--- src/rtl/hybridPwmPkg.sv ---
package hybridPwmPkg;
  typedef struct packed {
    logic run;
    logic coarseZero;
    logic phaseZero;
    logic loadDuty;
    logic clear;
  } ctlStrobe_t;
endpackage

--- src/rtl/hybridPwmCtl.sv ---
module hybridPwmCtl
  import hybridPwmPkg::*;
#(
  parameter int COARSE_W = 6,
  parameter int FINE_W   = 5
) (
  input  logic                clk,
  input  logic                rstN,
  input  logic                en,
  output logic [COARSE_W-1:0] coarse,
  output ctlStrobe_t          strobes
);
  localparam logic [FINE_W-1:0]   LAST_PHASE = {FINE_W{1'b1}};
  localparam logic [COARSE_W-1:0] LAST_SLOT  = {COARSE_W{1'b1}};

  logic [FINE_W-1:0] phase;

  always_ff @(posedge clk) begin
    if (!rstN || !en) begin
      phase  <= '0;
      coarse <= '0;
    end else begin
      phase <= phase + 1'b1;
      if (phase == LAST_PHASE) coarse <= coarse + 1'b1;
    end
  end

  always_comb begin
    strobes.run        = en;
    strobes.coarseZero = (coarse == '0);
    strobes.phaseZero  = (phase == '0);
    strobes.loadDuty   = !en || ((phase == LAST_PHASE) && (coarse == LAST_SLOT));
    strobes.clear      = !en;
  end


  coarse_step_chk: assert property (@(posedge clk) disable iff (!rstN)
    (en && phase != LAST_PHASE) |=> $stable(coarse));


  idle_restart_chk: assert property (@(posedge clk) disable iff (!rstN)
    !en |=> (phase == '0 && coarse == '0));
endmodule

--- src/rtl/hybridPwmPath.sv ---
module hybridPwmPath
  import hybridPwmPkg::*;
#(
  parameter int COARSE_W = 6,
  parameter int FINE_W   = 5
) (
  input  logic                         clk,
  input  logic                         rstN,
  input  logic [COARSE_W+FINE_W-1:0]   duty,
  input  logic [COARSE_W-1:0]          coarse,
  input  ctlStrobe_t                   strobes,
  output logic                         q
);
  localparam int DUTY_W = COARSE_W + FINE_W;
  localparam int TAPS   = 1 << FINE_W;

  logic [DUTY_W-1:0] dutyAct;
  logic [TAPS-1:1]   chain;
  logic [TAPS-1:0]   tapBus;
  logic              coarseHit, slotPulse, fineHit, fullScale;
  logic              setEv, rstEv;

  always_ff @(posedge clk) begin
    if (!rstN)                 dutyAct <= '0;
    else if (strobes.loadDuty) dutyAct <= duty;
  end

  assign coarseHit = (coarse == dutyAct[DUTY_W-1:FINE_W]);
  assign slotPulse = strobes.run && coarseHit && strobes.phaseZero;

  always_ff @(posedge clk) begin
    if (!rstN || strobes.clear) chain <= '0;
    else                        chain <= {chain[TAPS-2:1], slotPulse};
  end

  assign tapBus[0] = slotPulse;
  for (genvar k = 1; k < TAPS; k++) begin : g_tap
    assign tapBus[k] = chain[k];
  end

  assign fineHit   = tapBus[dutyAct[FINE_W-1:0]];
  assign fullScale = &dutyAct;

  // set: coarse qualifier AND fine qualifier; reset likewise
  assign setEv = strobes.run && strobes.coarseZero && strobes.phaseZero;
  assign rstEv = strobes.run && coarseHit && fineHit && !fullScale;

  always_ff @(posedge clk) begin
    if (!rstN || strobes.clear) q <= 1'b0;
    else if (rstEv)             q <= 1'b0;
    else if (setEv)             q <= 1'b1;
  end


  duty_hold_chk: assert property (@(posedge clk) disable iff (!rstN)
    !strobes.loadDuty |=> $stable(dutyAct));


  full_hold_chk: assert property (@(posedge clk) disable iff (!rstN)
    (strobes.run && fullScale && q) |=> q);


  zero_low_chk: assert property (@(posedge clk) disable iff (!rstN)
    (strobes.run && dutyAct == '0 && !q) |=> !q);
endmodule

--- src/rtl/hybridPwm.sv ---
module hybridPwm
  import hybridPwmPkg::*;
#(
  parameter int COARSE_W = 6,
  parameter int FINE_W   = 5,
  localparam int DUTY_W  = COARSE_W + FINE_W
) (
  input  logic              clk,
  input  logic              rstN,
  input  logic              en,
  input  logic [DUTY_W-1:0] duty,
  output logic              pwmOut
);
  ctlStrobe_t          strobes;
  logic [COARSE_W-1:0] coarse;

  hybridPwmCtl #(.COARSE_W(COARSE_W), .FINE_W(FINE_W)) u_ctl (
    .clk(clk), .rstN(rstN), .en(en), .coarse(coarse), .strobes(strobes)
  );

  hybridPwmPath #(.COARSE_W(COARSE_W), .FINE_W(FINE_W)) u_path (
    .clk(clk), .rstN(rstN), .duty(duty), .coarse(coarse),
    .strobes(strobes), .q(pwmOut)
  );


  idle_low_chk: assert property (@(posedge clk) disable iff (!rstN)
    !en |=> !pwmOut);
endmodule

--- config.mk ---
export PLATFORM = sky130hd
export DESIGN_NAME = hybridPwm
export DESIGN_NICKNAME = d
export VERILOG_FILES = /design/src/rtl/hybridPwmPkg.sv /design/src/rtl/hybridPwmCtl.sv /design/src/rtl/hybridPwmPath.sv /design/src/rtl/hybridPwm.sv
export SDC_FILE = /design/constraint.sdc
export NUM_CORES = 1
export LEC_CHECK = 0
export BUFFER_PORTS_ARGS = -buffer_cell sky130_fd_sc_hd__buf_2
export CELL_PAD_IN_SITES_DETAIL_PLACEMENT = 1
export CELL_PAD_IN_SITES_GLOBAL_PLACEMENT = 2
export CORE_ASPECT_RATIO = 1.5
export CORE_MARGIN = 4
export CORE_UTILIZATION = 35
export CTS_BUF_LIST = sky130_fd_sc_hd__clkbuf_4 sky130_fd_sc_hd__clkbuf_8 sky130_fd_sc_hd__clkbuf_16
export DETAILED_ROUTE_END_ITERATION = 8
export PLACE_DENSITY_LB_ADDON = 0.1
export RECOVER_POWER = 25
export SLEW_MARGIN = 20
export SYNTH_ARGS = -nofsm -noshare
export SYNTH_HDL_FRONTEND = slang
export SYNTH_SLANG_ARGS = --single-unit
--- constraint.sdc ---
create_clock -name clk -period 2.35 [get_ports clk]
set_clock_uncertainty 0.1 [all_clocks]
set_input_delay 0.3525 -clock clk [delete_from_list [all_inputs] [get_ports clk]]
set_output_delay 0.3525 -clock clk [all_outputs]
set_load 0.01 [all_outputs]
Word level (Yosys, flattened, before mapping):

Cells that the tools add are included.

* $add $sub $neg: 2
* reductions and logical operators: 16
* muxes and demuxes: 2
* $lt $le $gt $ge: 1
* equality and inequality tests: 3

Operators by type and width (count)
* $reduce_and A11 Y1: 1
* $logic_and A1 B1 Y1: 7
* $add A6 B1 Y6 const B: 1
* $eq A6 B6 Y1: 1
* $eq A6 B6 Y1 const B: 1
* $logic_not A6 Y1: 1
* $lt A5 B6 Y1 const B: 1
* $add A5 B1 Y5 const B: 1
* $bmux W1 S5: 1
* $eq A5 B5 Y1 const B: 1
* $logic_not A5 Y1: 1
* $logic_not A1 Y1: 3
* $logic_or A1 B1 Y1: 2
* $reduce_or A2 Y1: 1
* $mux W1: 1

* word-level logic and storage cells: 29
* output and inout bits: 1
* flip-flop bits (word level): 54
* input bits: 14

Depth between registers and ports, before layout:

* depth in word-level cells: 8
* depth in mapped cells: 9
* mapped depth without buffers: 8

Modules after synthesis:

From an unflattened synthesis, not the netlist that was laid out.

* cells, all modules: 206
* area total of the unflattened synthesis: 2218.4 µm²

By module, submodules not included
* hybridPwmPath: instances 1, area each 1716.6 µm², cells an instance 152
* hybridPwmCtl: instances 1, area each 501.7 µm², cells an instance 54

Worst setup path before layout:

OpenSTA, ideal clock, no wires.

* path kind: flip-flop to flip-flop
* from: reg u_ctl.phase[0]
* to: reg u_path.dutyAct[6]
* arrival: 1.955 ns
* period minus slack after synthesis: 2.171 ns
* data required time: 2.134 ns
* cell stages (with the launch flop): 9
* path buffers: 1
* setup time: 0.116 ns
* slack: 0.179 ns
* path through: dfxtp_1 -> ha_1 -> and3_1 -> ha_1 -> nand4_1 -> o21ai_1 -> buf_2 -> mux2i_1 -> nor2b_1

* cells in the longest elaborated chain, start to end: 3

RTL lines
* start: declaration: line hybridPwmCtl.sv:16 `logic [FINE_W-1:0] phase;`
* start signal: assignment: line hybridPwmCtl.sv:23 `phase <= phase + 1'b1;`
* $eq A5 B5 Y1: line hybridPwmCtl.sv:32 `strobes.loadDuty = !en || ((phase == LAST_PHASE) && (coarse == LAST_SLOT));`
* $logic_and A1 B1 Y1: line hybridPwmCtl.sv:32
* $logic_or A1 B1 Y1: line hybridPwmCtl.sv:32
* end signal: assignment: line hybridPwmPath.sv:25 `else if (strobes.loadDuty) dutyAct <= duty;`
* end: declaration: line hybridPwmPath.sv:17 `logic [DUTY_W-1:0] dutyAct;`

No other way between the ends.
A chain may end at the register's enable or synchronous reset.

Worst setup path after layout:

* from: reg u_ctl.phase[0]
* to: reg u_path.q

* cells in the longest elaborated chain, start to end: 7
* elaborated cells on any way between the ends: 8

RTL lines
* $logic_not A5 Y1 *: line hybridPwmCtl.sv:31 `strobes.phaseZero = (phase == '0);`
* $logic_and A1 B1 Y1: line hybridPwmPath.sv:29 `assign slotPulse = strobes.run && coarseHit && strobes.phaseZero;`
* $bmux W1 S5: line hybridPwmPath.sv:41 `assign fineHit = tapBus[dutyAct[FINE_W-1:0]];`
* $mux W1 (not written as such): line hybridPwmPath.sv:41
* $logic_and A1 B1 Y1 (2 in series): line hybridPwmPath.sv:46 `assign rstEv = strobes.run && coarseHit && fineHit && !fullScale;`
* $reduce_or A2 Y1 (no source line)
* end signal: assignment: line hybridPwmPath.sv:49 `if (!rstN || strobes.clear) q <= 1'b0;`
* end signal: assignment: line hybridPwmPath.sv:50 `else if (rstEv) q <= 1'b0;`
* end signal: assignment: line hybridPwmPath.sv:51 `else if (setEv) q <= 1'b1;`
* end: declaration: line hybridPwmPath.sv:12 `output logic q`

Every way passes the cells marked *; elsewhere a longest branch is shown, timed or not. The select of a mux whose other input is x is not followed.

==> summary.md <==
| Metric | Value |
|---|---|
| Number of global-route vias before repair | `1697` |
| Count of buffers inserted at the top-level ports | `14` |
| Clock network latency to the later pin of the worst-skew pair | `0.30 ns` |
| Die height | `104 um` |
| Number of remaining DRC errors | `0` |
| Min setup slack post-route | `0.146 ns` |
| GP Congestion | `0.811` |
| Number of max-capacitance violations reported | `0` |
| Standard cell area after detailed placement | `2280 sq um` |
| Busiest layer in global routing | `met2` |
| Clock Sinks | `54` |
| Relative slew margins | `5.44%` |
| Fin Setup TNS | `0 ns` |
| Nets in the synthesized netlist | `223` |
| Setup Slack @ Placement | `0.121 ns` |
| Syn avg cell area | `10.5 sq um` |
| Static Leak | `0.00103 uW` |
| Ports placed on the boundary | `15` |
| Worst path cell trace | `inv_1, ha_1, nor4b_1, mux4_2, a2111oi_1, o21ai_1, a311oi_1` |
| Pin count of the biggest net entering global routing | `44` |
| Starting density of the core | `36.4%` |
| Wire length of the first global-routing pass | `8120 um` |
| Clock slew seen by the registers of the worst setup and hold paths | `0.09 ns` |
| Final Slew Violations | `0` |
| Combined global-route utilization of all metal layers | `13.7%` |
| Total setup buffers inserted after CTS | `0` |
| Power density of the placed cells | `698 nW/um^2` |
| Critical Path AT | `2.32 ns` |
| Number of cells traversed by the worst register-to-register path | `7` |
| Largest area contributor in the synthesized netlist | `sky130_fd_sc_hd__dfxtp_1` |
| Post-synth top cells | `54 x sky130_fd_sc_hd__dfxtp_1, 33 x sky130_fd_sc_hd__and3_1, 17 x sky130_fd_sc_hd__mux2i_1, 12 x sky130_fd_sc_hd__nor2_1, 11 x sky130_fd_sc_hd__nor2b_1` |
| Yosys Warn Count | `0` |
| Core Footprint | `5870 sq um` |
| Wire length per cell after detailed routing | `16.5 um` |
| Cell with the largest stage delay on the worst path | `sky130_fd_sc_hd__mux4_2` |
| Critical path's top delay family | `compound AO/OA/AOI/OAI gates` |
| Area of all placed cells without fillers | `2390 sq um` |
| Type of the most critical hold path | `in -> reg` |
| First-pass detailed-route iteration total | `4` |
| Netlist Area Pre-Place | `2140 sq um` |
| Clock tree from TritonCTS | `built` |
| Synth-to-layout area growth | `11.8%` |
| CTS Hold Bufs | `0` |
| Post-synth top area share | `50.5%` |
| Critical Path RT | `2.47 ns` |
| Peak supply drop | `0.416 mV` |
| Number of synthesized flops with an enable pin | `0` |
| Final Non-Filler Cells | `291` |
| Net total in the final layout | `237` |
| Setup repair after global routing missed its margin | `false` |
| Library cell with the highest instance count after synthesis | `sky130_fd_sc_hd__dfxtp_1` |
| Outcome | `complete, no violations` |
| FF+latch count, synth | `54` |
| Period Utilization, post-route | `93.8%` |
| Worst hold path stage count | `3` |
| Post-synth cell types | `34` |
| Post-synthesis sequential area ratio | `50.5%` |
| Area enclosed by the die boundary | `7450 sq um` |
| DIE WIDTH | `71.8 um` |
| Classification of the worst setup path | `reg -> reg` |
| Combined buffer and inverter count along the critical path | `1` |
| Post-DP HPWL | `3590 um` |
| Count of instances resized after the clock tree is built | `0` |
| Endpoint kind of the worst setup timing path | `flop` |
| Min Tclk post-route | `2.20 ns` |
| Cell count along the critical path | `7` |
| Synth async-reset ratio | `0%` |
| Slowest stage delay, CP | `0.45 ns` |
| Most frequently used flop master after synthesis | `sky130_fd_sc_hd__dfxtp_1` |
| Initial antenna violation count | `0` |
| Drt first-iter violations | `56` |
| Met1 global-route usage | `15.1%` |
| Cell types occupying the most area after synthesis | `sky130_fd_sc_hd__dfxtp_1 51%, sky130_fd_sc_hd__and3_1 9.6%, sky130_fd_sc_hd__mux2i_1 8.0%` |
| Mean number of vias per cell | `5.16` |
| Number of CTS-inserted buffers | `5` |
| Remaining antenna violation count | `0` |
| Number of placed instances with taps included | `283` |
| Antenna diode count | `0` |
| Share of final-layout standard cells stronger than drive strength 1 | `13.7%` |
| M3 GR Usage | `2.62%` |
| Clock Tree Buf Depth | `2` |
| Maximum frequency from static timing analysis | `0.454 GHz` |
| Synthesized netlist cell count | `204` |
| Startpoint type of the worst setup path | `flop` |
| Number of cell rows | `34` |
| Post-Route WL | `4810 um` |
| Number of fill cells | `670` |
| Slew @ Worst Pin | `1.42 ns` |
| Final hold viol count | `0` |
| Root Buffer Master | `sky130_fd_sc_hd__clkbuf_8` |
| Worst Path Max Fanout | `4` |
| Worst hold slack across all endpoints | `0.197 ns` |
| Overall overflow remaining after global route | `0` |
| H-tree depth | `2` |
| Vias | `1502` |
| Met2 capacity usage during global routing | `24.8%` |
| Number of failing setup endpoints in the final timing report | `0` |
==> per-layer routing <==
layer	wire [um]	vias to the layer above
met5	0	-
met4	76	0
met3	83	6
met2	2630	11
met1	2030	746
li1	-	739
==> layout by cell type (no fill, tap or decap), types with 2 or more instances in the layout <==
cell type | synthesis | routed
sky130_fd_sc_hd__dfxtp_1 | 54 | 54
sky130_fd_sc_hd__and3_1 | 33 | 33
sky130_fd_sc_hd__mux2i_1 | 17 | 17
sky130_fd_sc_hd__buf_2 | 2 | 13
sky130_fd_sc_hd__nor2_1 | 12 | 12
sky130_fd_sc_hd__nor2b_1 | 11 | 11
sky130_fd_sc_hd__xor2_1 | 7 | 7
sky130_fd_sc_hd__inv_1 | 6 | 6
sky130_fd_sc_hd__nand2_1 | 6 | 6
sky130_fd_sc_hd__xnor2_1 | 5 | 5
sky130_fd_sc_hd__nand4_1 | 5 | 5
sky130_fd_sc_hd__a21oi_1 | 5 | 5
sky130_fd_sc_hd__ha_1 | 5 | 5
sky130_fd_sc_hd__clkbuf_8 | 0 | 5
sky130_fd_sc_hd__mux4_2 | 4 | 4
sky130_fd_sc_hd__buf_4 | 0 | 4
sky130_fd_sc_hd__nor4_1 | 2 | 2
sky130_fd_sc_hd__o21ai_1 | 2 | 2
sky130_fd_sc_hd__nor3_1 | 2 | 2
sky130_fd_sc_hd__o22ai_1 | 2 | 2
sky130_fd_sc_hd__clkbuf_1 | 9 | 2
==> kinds of logic (layout without fill, tap and decap cells) <==
logic type | after synthesis | after routing | share of synthesized area, %
DFF | 54 | 54 | 50.5
xor gates and xnor gates | 12 | 12 | 4.91
AOI/OAI and AO/OA | 16 | 16 | 5.15
buffers and inverters | 19 | 34 | 3.80
and+or+nand+nor | 77 | 77 | 20.5
adders and majority gates | 5 | 5 | 2.92
muxes | 21 | 21 | 12.2
==> worst reg2reg max path, stage by stage, from the launching register on <==
cell and delay (ns):
sky130_fd_sc_hd__dfxtp_1 0.40, sky130_fd_sc_hd__inv_1 0.07, sky130_fd_sc_hd__ha_1 0.19, sky130_fd_sc_hd__nor4b_1 0.17, sky130_fd_sc_hd__mux4_2 0.45, sky130_fd_sc_hd__a2111oi_1 0.41
sky130_fd_sc_hd__o21ai_1 0.12, sky130_fd_sc_hd__a311oi_1 0.21
==> report_power, final <==
group | leakage, uW | total, uW | internal (uW) | switching, uW
registers | 0.000437 | 946 | 929 | 17.2
logic | 0.000541 | 104 | 48.5 | 55.4
clock network | 0.0000548 | 620 | 330 | 291
total | 0.00103 | 1670 | 1310 | 363
==> state kept, by name (all words and copies together), names as in the netlist <==
signal	flops
u_path.chain	31
u_path.dutyAct	11
u_ctl.coarse	6
u_ctl.phase	5
u_path.q	1
==> per-stage QoR <==
step | power, uW | util, %
global placement | 1070 | 38.9
finish | 1670 | 40.7
floorplan | 1040 | -
detailed placement | 1080 | 38.9
global route | 1730 | 40.7
CTS | 1700 | 40.8
==> final cells by class <==
class	instances	area, sq um	share of cell area, %
Tap cell	72	90.1	3.77
Sequential cell	54	1080	45.2
Multi-Input combinational cell	131	977	40.9
Timing Repair Buffer	19	103	4.29
Clock inverter	2	37.5	1.57
Clock buffer	6	76.3	3.19
Inverter	7	26.3	1.10
==> path summary, 6_finish.rpt <==
| kind | start | to | slack, ns |
|---|---|---|---|
| max | u_ctl.phase[0]$_SDFF_PP0_ | u_path.q$_SDFFE_PP0P_ | 0.15 |
| min | duty[4] | u_path.dutyAct[4]$_SDFFE_PN0P_ | 0.20 |
| max reg2reg | u_ctl.phase[0]$_SDFF_PP0_ | u_path.q$_SDFFE_PP0P_ | 0.15 |
| min reg2reg | u_ctl.phase[0]$_SDFF_PP0_ | u_ctl.phase[0]$_SDFF_PP0_ | 0.40 |
Note: power is estimated with default switching activity, not from simulation.
